**src/rtl/prs_pkg.sv**
```systemverilog
package prs_pkg;
  typedef enum logic [2:0] {
    BR_NONE      = 3'd0,
    BR_NEAR_CALL = 3'd1,
    BR_NEAR_RET  = 3'd2,
    BR_FAR_CALL  = 3'd3,
    BR_FAR_RET   = 3'd4,
    BR_IRET      = 3'd5
  } br_kind_e;

  // {host, supervisor}: numerically larger = more privileged
  typedef logic [1:0] pmode_t;

  function automatic logic mode_below(input pmode_t entry_m, input pmode_t cur_m);
    return entry_m < cur_m;
  endfunction
endpackage

```
**src/rtl/prs_branch_decode.sv**
```systemverilog
module prs_branch_decode
  import prs_pkg::*;
#(
  parameter int NT     = 2,
  parameter int ADDR_W = 32,
  parameter int LEN_W  = 4,
  parameter int TID_W  = 1
) (
  input  logic              valid_i,
  input  logic [2:0]        kind_i,
  input  logic [TID_W-1:0]  tid_i,
  input  logic [ADDR_W-1:0] pc_i,
  input  logic [LEN_W-1:0]  len_i,
  input  logic [ADDR_W-1:0] target_i,
  output logic [NT-1:0]     push_o,
  output logic [NT-1:0]     pop_o,
  output logic [ADDR_W-1:0] push_addr_o
);
  logic near_call, near_ret, nonzero_disp;

  assign push_addr_o  = pc_i + ADDR_W'(len_i);
  assign nonzero_disp = target_i != push_addr_o;
  assign near_call    = valid_i && (kind_i == BR_NEAR_CALL) && nonzero_disp;
  assign near_ret     = valid_i && (kind_i == BR_NEAR_RET);

  for (genvar t = 0; t < NT; t++) begin : g_sel
    assign push_o[t] = near_call && (tid_i == TID_W'(t));
    assign pop_o[t]  = near_ret  && (tid_i == TID_W'(t));
  end
endmodule

```
**src/rtl/prs_tag_check.sv**
```systemverilog
module prs_tag_check
  import prs_pkg::*;
#(
  parameter int EPOCH_W = 4
) (
  input  logic               entry_vld_i,
  input  logic [EPOCH_W-1:0] entry_epoch_i,
  input  logic [EPOCH_W-1:0] cur_epoch_i,
  input  pmode_t             entry_mode_i,
  input  pmode_t             cur_mode_i,
  input  logic               restrict_i,
  output logic               usable_o
);
  logic same_epoch, mode_blocked;

  assign same_epoch   = entry_epoch_i == cur_epoch_i;
  assign mode_blocked = restrict_i && mode_below(entry_mode_i, cur_mode_i);
  assign usable_o     = entry_vld_i && same_epoch && !mode_blocked;
endmodule

```
**src/rtl/prs_thread_stack.sv**
```systemverilog
module prs_thread_stack
  import prs_pkg::*;
#(
  parameter int DEPTH   = 32,
  parameter int ADDR_W  = 32,
  parameter int EPOCH_W = 4,
  localparam int PTR_W  = $clog2(DEPTH),
  localparam int CNT_W  = $clog2(DEPTH + 1)
) (
  input  logic              clk_i,
  input  logic              rst_ni,
  input  logic              push_i,
  input  logic              pop_i,
  input  logic [ADDR_W-1:0] push_addr_i,
  input  pmode_t            cur_mode_i,
  input  logic              restrict_i,
  input  logic              barrier_i,
  output logic              top_hit_o,
  output logic              top_empty_o,
  output logic [ADDR_W-1:0] top_addr_o,
  output pmode_t            top_mode_o,
  output logic [CNT_W-1:0]  count_o
);
  localparam logic [CNT_W-1:0]   FULL       = CNT_W'(DEPTH);
  localparam logic [EPOCH_W-1:0] EPOCH_LAST = '1;

  logic [ADDR_W-1:0]  addr_q [DEPTH];
  pmode_t             mode_q [DEPTH];
  logic [EPOCH_W-1:0] tag_q  [DEPTH];
  logic [DEPTH-1:0]   vld_q;
  logic [PTR_W-1:0]   ptr_q, top_idx;
  logic [CNT_W-1:0]   cnt_q;
  logic [EPOCH_W-1:0] epoch_q;
  logic               scrub, usable, do_pop;

  assign top_idx     = ptr_q - PTR_W'(1);
  assign top_empty_o = cnt_q == '0;
  assign top_addr_o  = addr_q[top_idx];
  assign top_mode_o  = mode_q[top_idx];
  assign count_o     = cnt_q;
  // epoch wraps: wipe valid bits so old tags can never alias
  assign scrub       = barrier_i && (epoch_q == EPOCH_LAST);
  assign do_pop      = pop_i && !top_empty_o;

  prs_tag_check #(.EPOCH_W(EPOCH_W)) u_tag (
    .entry_vld_i  (vld_q[top_idx]),
    .entry_epoch_i(tag_q[top_idx]),
    .cur_epoch_i  (epoch_q),
    .entry_mode_i (mode_q[top_idx]),
    .cur_mode_i   (cur_mode_i),
    .restrict_i   (restrict_i),
    .usable_o     (usable)
  );
  assign top_hit_o = !top_empty_o && usable;

  always_ff @(posedge clk_i) begin
    if (push_i) begin
      addr_q[ptr_q] <= push_addr_i;
      mode_q[ptr_q] <= cur_mode_i;
      tag_q[ptr_q]  <= epoch_q;
    end
  end

  always_ff @(posedge clk_i or negedge rst_ni) begin
    if (!rst_ni) begin
      vld_q   <= '0;
      ptr_q   <= '0;
      cnt_q   <= '0;
      epoch_q <= '0;
    end else begin
      if (scrub)       vld_q        <= '0;
      else if (push_i) vld_q[ptr_q] <= 1'b1;
      if (push_i) begin
        ptr_q <= ptr_q + PTR_W'(1);
        if (cnt_q != FULL) cnt_q <= cnt_q + CNT_W'(1);
      end else if (do_pop) begin
        ptr_q <= top_idx;
        cnt_q <= cnt_q - CNT_W'(1);
      end
      if (barrier_i) epoch_q <= epoch_q + EPOCH_W'(1);
    end
  end
endmodule

```
**src/rtl/priv_ret_stack.sv**
```systemverilog
module priv_ret_stack
  import prs_pkg::*;
#(
  parameter int NUM_THREADS = 2,
  parameter int DEPTH       = 32,
  parameter int ADDR_W      = 32,
  parameter int LEN_W       = 4,
  parameter int EPOCH_W     = 4,
  localparam int TID_W      = (NUM_THREADS > 1) ? $clog2(NUM_THREADS) : 1
) (
  input  logic                     clk_i,
  input  logic                     rst_ni,
  input  logic                     br_valid_i,
  input  logic [2:0]               br_kind_i,
  input  logic [TID_W-1:0]         br_tid_i,
  input  logic [ADDR_W-1:0]        br_pc_i,
  input  logic [LEN_W-1:0]         br_len_i,
  input  logic [ADDR_W-1:0]        br_target_i,
  input  logic [2*NUM_THREADS-1:0] mode_i,
  input  logic [NUM_THREADS-1:0]   restrict_i,
  input  logic [NUM_THREADS-1:0]   barrier_i,
  output logic                     rsp_valid_o,
  output logic [TID_W-1:0]         rsp_tid_o,
  output logic                     rsp_hit_o,
  output logic                     rsp_empty_o,
  output logic [ADDR_W-1:0]        rsp_addr_o
);
  localparam int CNT_W = $clog2(DEPTH + 1);

  logic [NUM_THREADS-1:0]       push_v, pop_v, hit_v, empty_v;
  logic [ADDR_W-1:0]            push_addr;
  logic [ADDR_W-1:0]            top_addr [NUM_THREADS];
  pmode_t                       top_mode [NUM_THREADS];
  logic [NUM_THREADS*CNT_W-1:0] cnt_all;
  logic                         sel_hit, sel_empty, ret_any;
  logic [ADDR_W-1:0]            sel_addr;
  pmode_t                       sel_mode, rsp_mode_q;

  prs_branch_decode #(
    .NT(NUM_THREADS), .ADDR_W(ADDR_W), .LEN_W(LEN_W), .TID_W(TID_W)
  ) u_dec (
    .valid_i    (br_valid_i),
    .kind_i     (br_kind_i),
    .tid_i      (br_tid_i),
    .pc_i       (br_pc_i),
    .len_i      (br_len_i),
    .target_i   (br_target_i),
    .push_o     (push_v),
    .pop_o      (pop_v),
    .push_addr_o(push_addr)
  );

  for (genvar t = 0; t < NUM_THREADS; t++) begin : g_thr
    prs_thread_stack #(.DEPTH(DEPTH), .ADDR_W(ADDR_W), .EPOCH_W(EPOCH_W)) u_stk (
      .clk_i      (clk_i),
      .rst_ni     (rst_ni),
      .push_i     (push_v[t]),
      .pop_i      (pop_v[t]),
      .push_addr_i(push_addr),
      .cur_mode_i (mode_i[2*t +: 2]),
      .restrict_i (restrict_i[t]),
      .barrier_i  (barrier_i[t]),
      .top_hit_o  (hit_v[t]),
      .top_empty_o(empty_v[t]),
      .top_addr_o (top_addr[t]),
      .top_mode_o (top_mode[t]),
      .count_o    (cnt_all[t*CNT_W +: CNT_W])
    );
  end

  assign ret_any = |pop_v;

  always_comb begin
    sel_hit   = 1'b0;
    sel_empty = 1'b0;
    sel_addr  = '0;
    sel_mode  = '0;
    for (int t = 0; t < NUM_THREADS; t++) begin
      if (br_tid_i == TID_W'(t)) begin
        sel_hit   = hit_v[t];
        sel_empty = empty_v[t];
        sel_addr  = top_addr[t];
        sel_mode  = top_mode[t];
      end
    end
  end

  always_ff @(posedge clk_i or negedge rst_ni) begin
    if (!rst_ni) begin
      rsp_valid_o <= 1'b0;
      rsp_tid_o   <= '0;
      rsp_hit_o   <= 1'b0;
      rsp_empty_o <= 1'b0;
      rsp_addr_o  <= '0;
      rsp_mode_q  <= '0;
    end else begin
      rsp_valid_o <= ret_any;
      rsp_tid_o   <= br_tid_i;
      rsp_hit_o   <= ret_any && sel_hit;
      rsp_empty_o <= ret_any && sel_empty;
      rsp_addr_o  <= (ret_any && sel_hit) ? sel_addr : '0;
      rsp_mode_q  <= sel_mode;
    end
  end
endmodule

```
**config.mk**
```make
export PLATFORM = sky130hd
export DESIGN_NAME = priv_ret_stack
export DESIGN_NICKNAME = d
export VERILOG_FILES = /design/src/rtl/prs_pkg.sv /design/src/rtl/prs_branch_decode.sv /design/src/rtl/prs_tag_check.sv /design/src/rtl/prs_thread_stack.sv /design/src/rtl/priv_ret_stack.sv
export SDC_FILE = /design/constraint.sdc
export NUM_CORES = 2
export LEC_CHECK = 0
export BUFFER_PORTS_ARGS = -buffer_cell sky130_fd_sc_hd__buf_2
export CAP_MARGIN = 30
export CELL_PAD_IN_SITES_DETAIL_PLACEMENT = 1
export CELL_PAD_IN_SITES_GLOBAL_PLACEMENT = 1
export CORE_ASPECT_RATIO = 0.7
export CORE_MARGIN = 2
export CORE_UTILIZATION = 55
export CTS_CLUSTER_DIAMETER = 100
export CTS_CLUSTER_SIZE = 25
export DETAILED_ROUTE_END_ITERATION = 10
export PLACE_DENSITY_LB_ADDON = 0.1
export SLEW_MARGIN = 20
export SYNTH_ARGS = -nofsm -noshare
export SYNTH_HDL_FRONTEND = slang
export SYNTH_HIERARCHICAL = 1
export SYNTH_SLANG_ARGS = --single-unit
```
**constraint.sdc**
```tcl
create_clock -name clk_i -period 5.2 [get_ports clk_i]
set_input_delay 1.04 -clock clk_i [delete_from_list [all_inputs] [get_ports clk_i]]
set_output_delay 1.04 -clock clk_i [all_outputs]
set_load 0.01 [all_outputs]
```
==> qor.log <==
INFO  floorplanning  core.rowCount=131
INFO  placed_design  globalplace.congestion=0.8616
INFO  routing        drc=0
INFO  logic_synthesis share_of_flip_flops_with_an_asynchronous_set_or_reset_after_synthesis=0.05074
INFO  routing        drt_first_iter_violations=7021
INFO  logic_synthesis syn_avg_cell_area=21.77um2
INFO  routing        route.final.wire_length=276.9mm
INFO  job            max_cap_violations=0
INFO  timing         final-max-slew-violation-count=0
INFO  worst_setup_path crit_arrival=5720ps
INFO  pwr            sequentialPowerShare=0.391
INFO  worst_setup_path critical_path_buffer_and_inverter_count=4
INFO  worst_setup_path critical_path_required=5910ps
INFO  logic_synthesis dominantRegCellSynth=sky130_fd_sc_hd__edfxtp_1
INFO  floorplanning  ios=119
INFO  worst_hold_path hold_path_class=input port to asynchronous set/reset pin
INFO  timing         final.setup_skew=35.01ps
INFO  routing        drt_first_pass_iters=5
INFO  logic_synthesis post_synth_edffs=2432
INFO  timing         relSlewSlack=0.3008
INFO  placed_design  io_buffer_count=118
INFO  logic_synthesis synth-seq-cells=2562
INFO  clocking       cts_buffers=112
INFO  clocking       cts_buffer_depth=3
INFO  logic_synthesis synth.yosys.seq_area_share=0.7510
INFO  final_layout   mostFrequentLayoutCells=sky130_fd_sc_hd__edfxtp_1, sky130_fd_sc_hd__mux4_2, sky130_fd_sc_hd__buf_4
INFO  timing         period_needed=5011ps
INFO  timing         min_period_over_period=0.9636
INFO  worst_setup_path type_of_element_launching_the_critical_path=flip-flop
INFO  logic_synthesis synthesis.instances=4667
INFO  pwr            pwr-share-comb=0.438
INFO  pwr            swShare=0.3685
INFO  floorplanning  fp.dieArea=0.1882mm2
INFO  clocking       clk_root_buffer_cell=sky130_fd_sc_hd__clkbuf_16
INFO  timing         setup-tns-final=0ps
INFO  logic_synthesis yosysWarnings=6
INFO  timing         hold_slack=311.3ps
INFO  logic_synthesis number_of_nets_produced_by_synthesis=4779
INFO  run_status     status=complete, no violations
INFO  worst_setup_path critPathMostFrequentCell=sky130_fd_sc_hd__buf_4
INFO  routing        routedWlPerCell=36.18um
INFO  clocking       cts.repair_timing.setup_buffer_count=0
INFO  floorplanning  core_region_area=0.1829mm2
INFO  worst_setup_path path_max_fanout=65
INFO  pwr            power-per-cell-area=531.9mW/mm2
INFO  clocking       cts_tree=built
INFO  worst_setup_path ff2ff_path_depth=14
INFO  timing         rsz0062_at_grt=no
INFO  grt            number_of_antenna_violations_at_the_first_check_in_global_routing=16
INFO  clocking       clk_pin_slew_worst_paths=100ps
INFO  pwr            clockPowerShare=0.171
INFO  timing         final_critical_path_setup_slack=189.2ps
INFO  pwr            vdd_ir_max=0.5916mV
INFO  pwr            p_leak=0.03650uW
INFO  worst_setup_path timing.setup.critical_path_class=flip-flop to flip-flop
INFO  timing         finalSetupViolations=0
INFO  routing        antenna_left=0
INFO  grt            overflow=0
INFO  grt            grt_start_max_net_pins=96
INFO  worst_setup_path setup_crit_end_kind=flip-flop
INFO  final_layout   flow.area_growth_from_synthesis=11.78%
INFO  clocking       clkSinkCount=2562
INFO  logic_synthesis synth_cell_type_count=94
INFO  clocking       htreeDepth=3
INFO  grt            globalRouteTotalUtil=0.2970
INFO  final_layout   design.final.nets=5225
INFO  routing        num_vias=51050
INFO  timing         final_hold_viol_count=0
INFO  worst_setup_path cp_cell_sequence=inv_1 -> ha_2 -> xor2_4 -> buf_4 -> buf_12 -> mux2i_1 -> a221oi_1 -> xnor2_1 -> nand2_1 -> a311oi_4 -> nor2b_1 -> mux2i_4 -> buf_4 -> nor3_2
INFO  placed_design  dp.final_hpwl=179.6mm
INFO  pwr            net-switching-power=22260uW
INFO  grt            grt_pass1_wl=395.8mm
INFO  worst_setup_path worst-path-stages=14
INFO  clocking       post_cts_hold_buffer_count=0
INFO  worst_setup_path critPathSlowestCell=sky130_fd_sc_hd__dfrtp_4
INFO  final_layout   final_layout_size_suffix_gt1_frac=0.2997
INFO  grt            grt_pass1_vias=51880
INFO  worst_setup_path crit_family=buffers and inverters
INFO  floorplanning  start_util=0.5553
INFO  clocking       worst_skew_pair_latency=820ps
INFO  floorplanning  die_width=517.7um
INFO  routing        drt-vias-per-instance=6.671
INFO  final_layout   layout.cells.most_common=sky130_fd_sc_hd__edfxtp_1
INFO  placed_design  detailedPlace.worstSlack=-224.8ps
INFO  floorplanning  die_h=363.6um
INFO  timing         fmax=0.1996GHz
INFO  timing         worst-slew-pin-transition=1049ps
INFO  pwr            intPower=38140uW
INFO  logic_synthesis post_synthesis_instance_area=0.1016mm2
INFO  worst_setup_path critical_path.max_stage_delay=600ps
[worst paths after layout]
| kind | start | to | slack [ps] |
|---|---|---|---|
| setup / recovery | g_thr[0].u_stk/ptr_q[0]$_DFFE_PN0P_ | rsp_addr_o[26]$_DFF_PN0_ | 190 |
| max in group asynchronous | rst_ni | rsp_addr_o[4]$_DFF_PN0_ | 3890 |
| setup reg to reg | g_thr[0].u_stk/ptr_q[0]$_DFFE_PN0P_ | rsp_addr_o[26]$_DFF_PN0_ | 190 |
| hold reg to reg | g_thr[1].u_stk/vld_q[14]$_DFFE_PN0P_ | g_thr[1].u_stk/vld_q[14]$_DFFE_PN0P_ | 500 |
| hold / removal | rst_ni | g_thr[0].u_stk/vld_q[29]$_DFFE_PN0P_ | 310 |
| min in group clk_i | g_thr[1].u_stk/vld_q[14]$_DFFE_PN0P_ | g_thr[1].u_stk/vld_q[14]$_DFFE_PN0P_ | 500 |
[per-stage QoR]
step / total power (uW) / instance area [um2] / utilization / std cells
after floorplan: 41020 / 102400 / - / 4667
after global placement: 50060 / 110300 / 0.6031 / 7459
after detailed placement: 50470 / 110300 / 0.6031 / 7459
after CTS: 60620 / 113500 / 0.6206 / 7646
after global routing: 62430 / 113500 / 0.6207 / 7650
final: 60400 / 113500 / 0.6207 / 7652
[area by class of cell]
class                   count  area [um2]
repair buffers            594        6110
inverters                  26       105.1
flip-flops and latches   2562       76290
clock inverters             7       91.34
multi-input cells        1817       24760
well taps                2460        3078
diodes                      6       15.01
fillers                 14880       69370
clock buffers             180        3100
[power by group through the flow]
stage	clock network, uW	logic, uW	registers (uW)
detailed placement	0	26400	24100
global placement	0	26000	24100
floorplan	0	17000	24000
finish	10300	26400	23600
CTS	10500	26500	23600
global route	11100	27700	23700
[state kept, by name, summed over array words and instances (netlist names)]
name	count
g_thr.u_stk/count_o	12
rsp_addr_o	32
rsp_tid_o	1
g_thr.u_stk/addr_q	2048
g_thr.u_stk/vld_q	64
g_thr.u_stk/mode_q	128
rsp_empty_o	1
g_thr.u_stk/tag_q	256
g_thr.u_stk/ptr_q	10
rsp_valid_o	1
rsp_hit_o	1
g_thr.u_stk/epoch_q	8
[cells in the mapped netlist (17+ instances only)]
cell / count / area share
sky130_fd_sc_hd__edfxtp_1: 2432 / 0.72
sky130_fd_sc_hd__mux4_2: 606 / 0.13
sky130_fd_sc_hd__mux2i_1: 273 / 0.027
sky130_fd_sc_hd__nand2_1: 206 / 0.0076
sky130_fd_sc_hd__dfrtp_1: 130 / 0.032
sky130_fd_sc_hd__buf_2: 94 / 0.0046
sky130_fd_sc_hd__nor2_1: 80 / 0.0030
sky130_fd_sc_hd__a32o_1: 78 / 0.0077
sky130_fd_sc_hd__clkbuf_1: 78 / 0.0029
sky130_fd_sc_hd__xnor2_1: 65 / 0.0056
sky130_fd_sc_hd__o21a_1: 64 / 0.0047
sky130_fd_sc_hd__a221oi_1: 51 / 0.0044
sky130_fd_sc_hd__buf_4: 34 / 0.0025
sky130_fd_sc_hd__nor3_2: 31 / 0.0031
sky130_fd_sc_hd__a221oi_2: 30 / 0.0044
sky130_fd_sc_hd__ha_1: 26 / 0.0032
sky130_fd_sc_hd__inv_1: 26 / 0.00096
sky130_fd_sc_hd__xor2_1: 26 / 0.0022
sky130_fd_sc_hd__buf_6: 22 / 0.0024
sky130_fd_sc_hd__nand3_1: 22 / 0.0011
sky130_fd_sc_hd__nand4_1: 21 / 0.0013
sky130_fd_sc_hd__mux4_1: 18 / 0.0047
sky130_fd_sc_hd__nor3_1: 17 / 0.00084
[metal layers]
metal / vias to the layer above / routed length, um / GRT usage / share of wire
met5: - / 70 / 0 / 0.00025
met3: 252 / 28960 / 0.07162 / 0.10
li1: 20370 / - / - / -
met2: 2547 / 122300 / 0.4291 / 0.44
met1: 27870 / 120100 / 0.4684 / 0.43
met4: 10 / 5490 / 0.05514 / 0.020
[kinds of logic after synthesis]
kind of cell,Yosys count,share of synthesized area
multiplexers,907,0.1671
AO/OA/AOI/OAI,325,0.02898
XOR/XNOR,94,0.008450
AND/OR/NAND/NOR,462,0.02324
adder cells (fa/ha/maj),29,0.003794
flip-flops,2562,0.7510
buffers and inverters,288,0.01744
[what timing repair did]
| action | CTS | global route |
|---|---|---|
| endpoints found under the hold margin | 0 | 0 |
| endpoints found under the setup margin | 0 | 33 |
| gates resized for setup | 0 | 3 |
(Power assumes the default switching activity.)
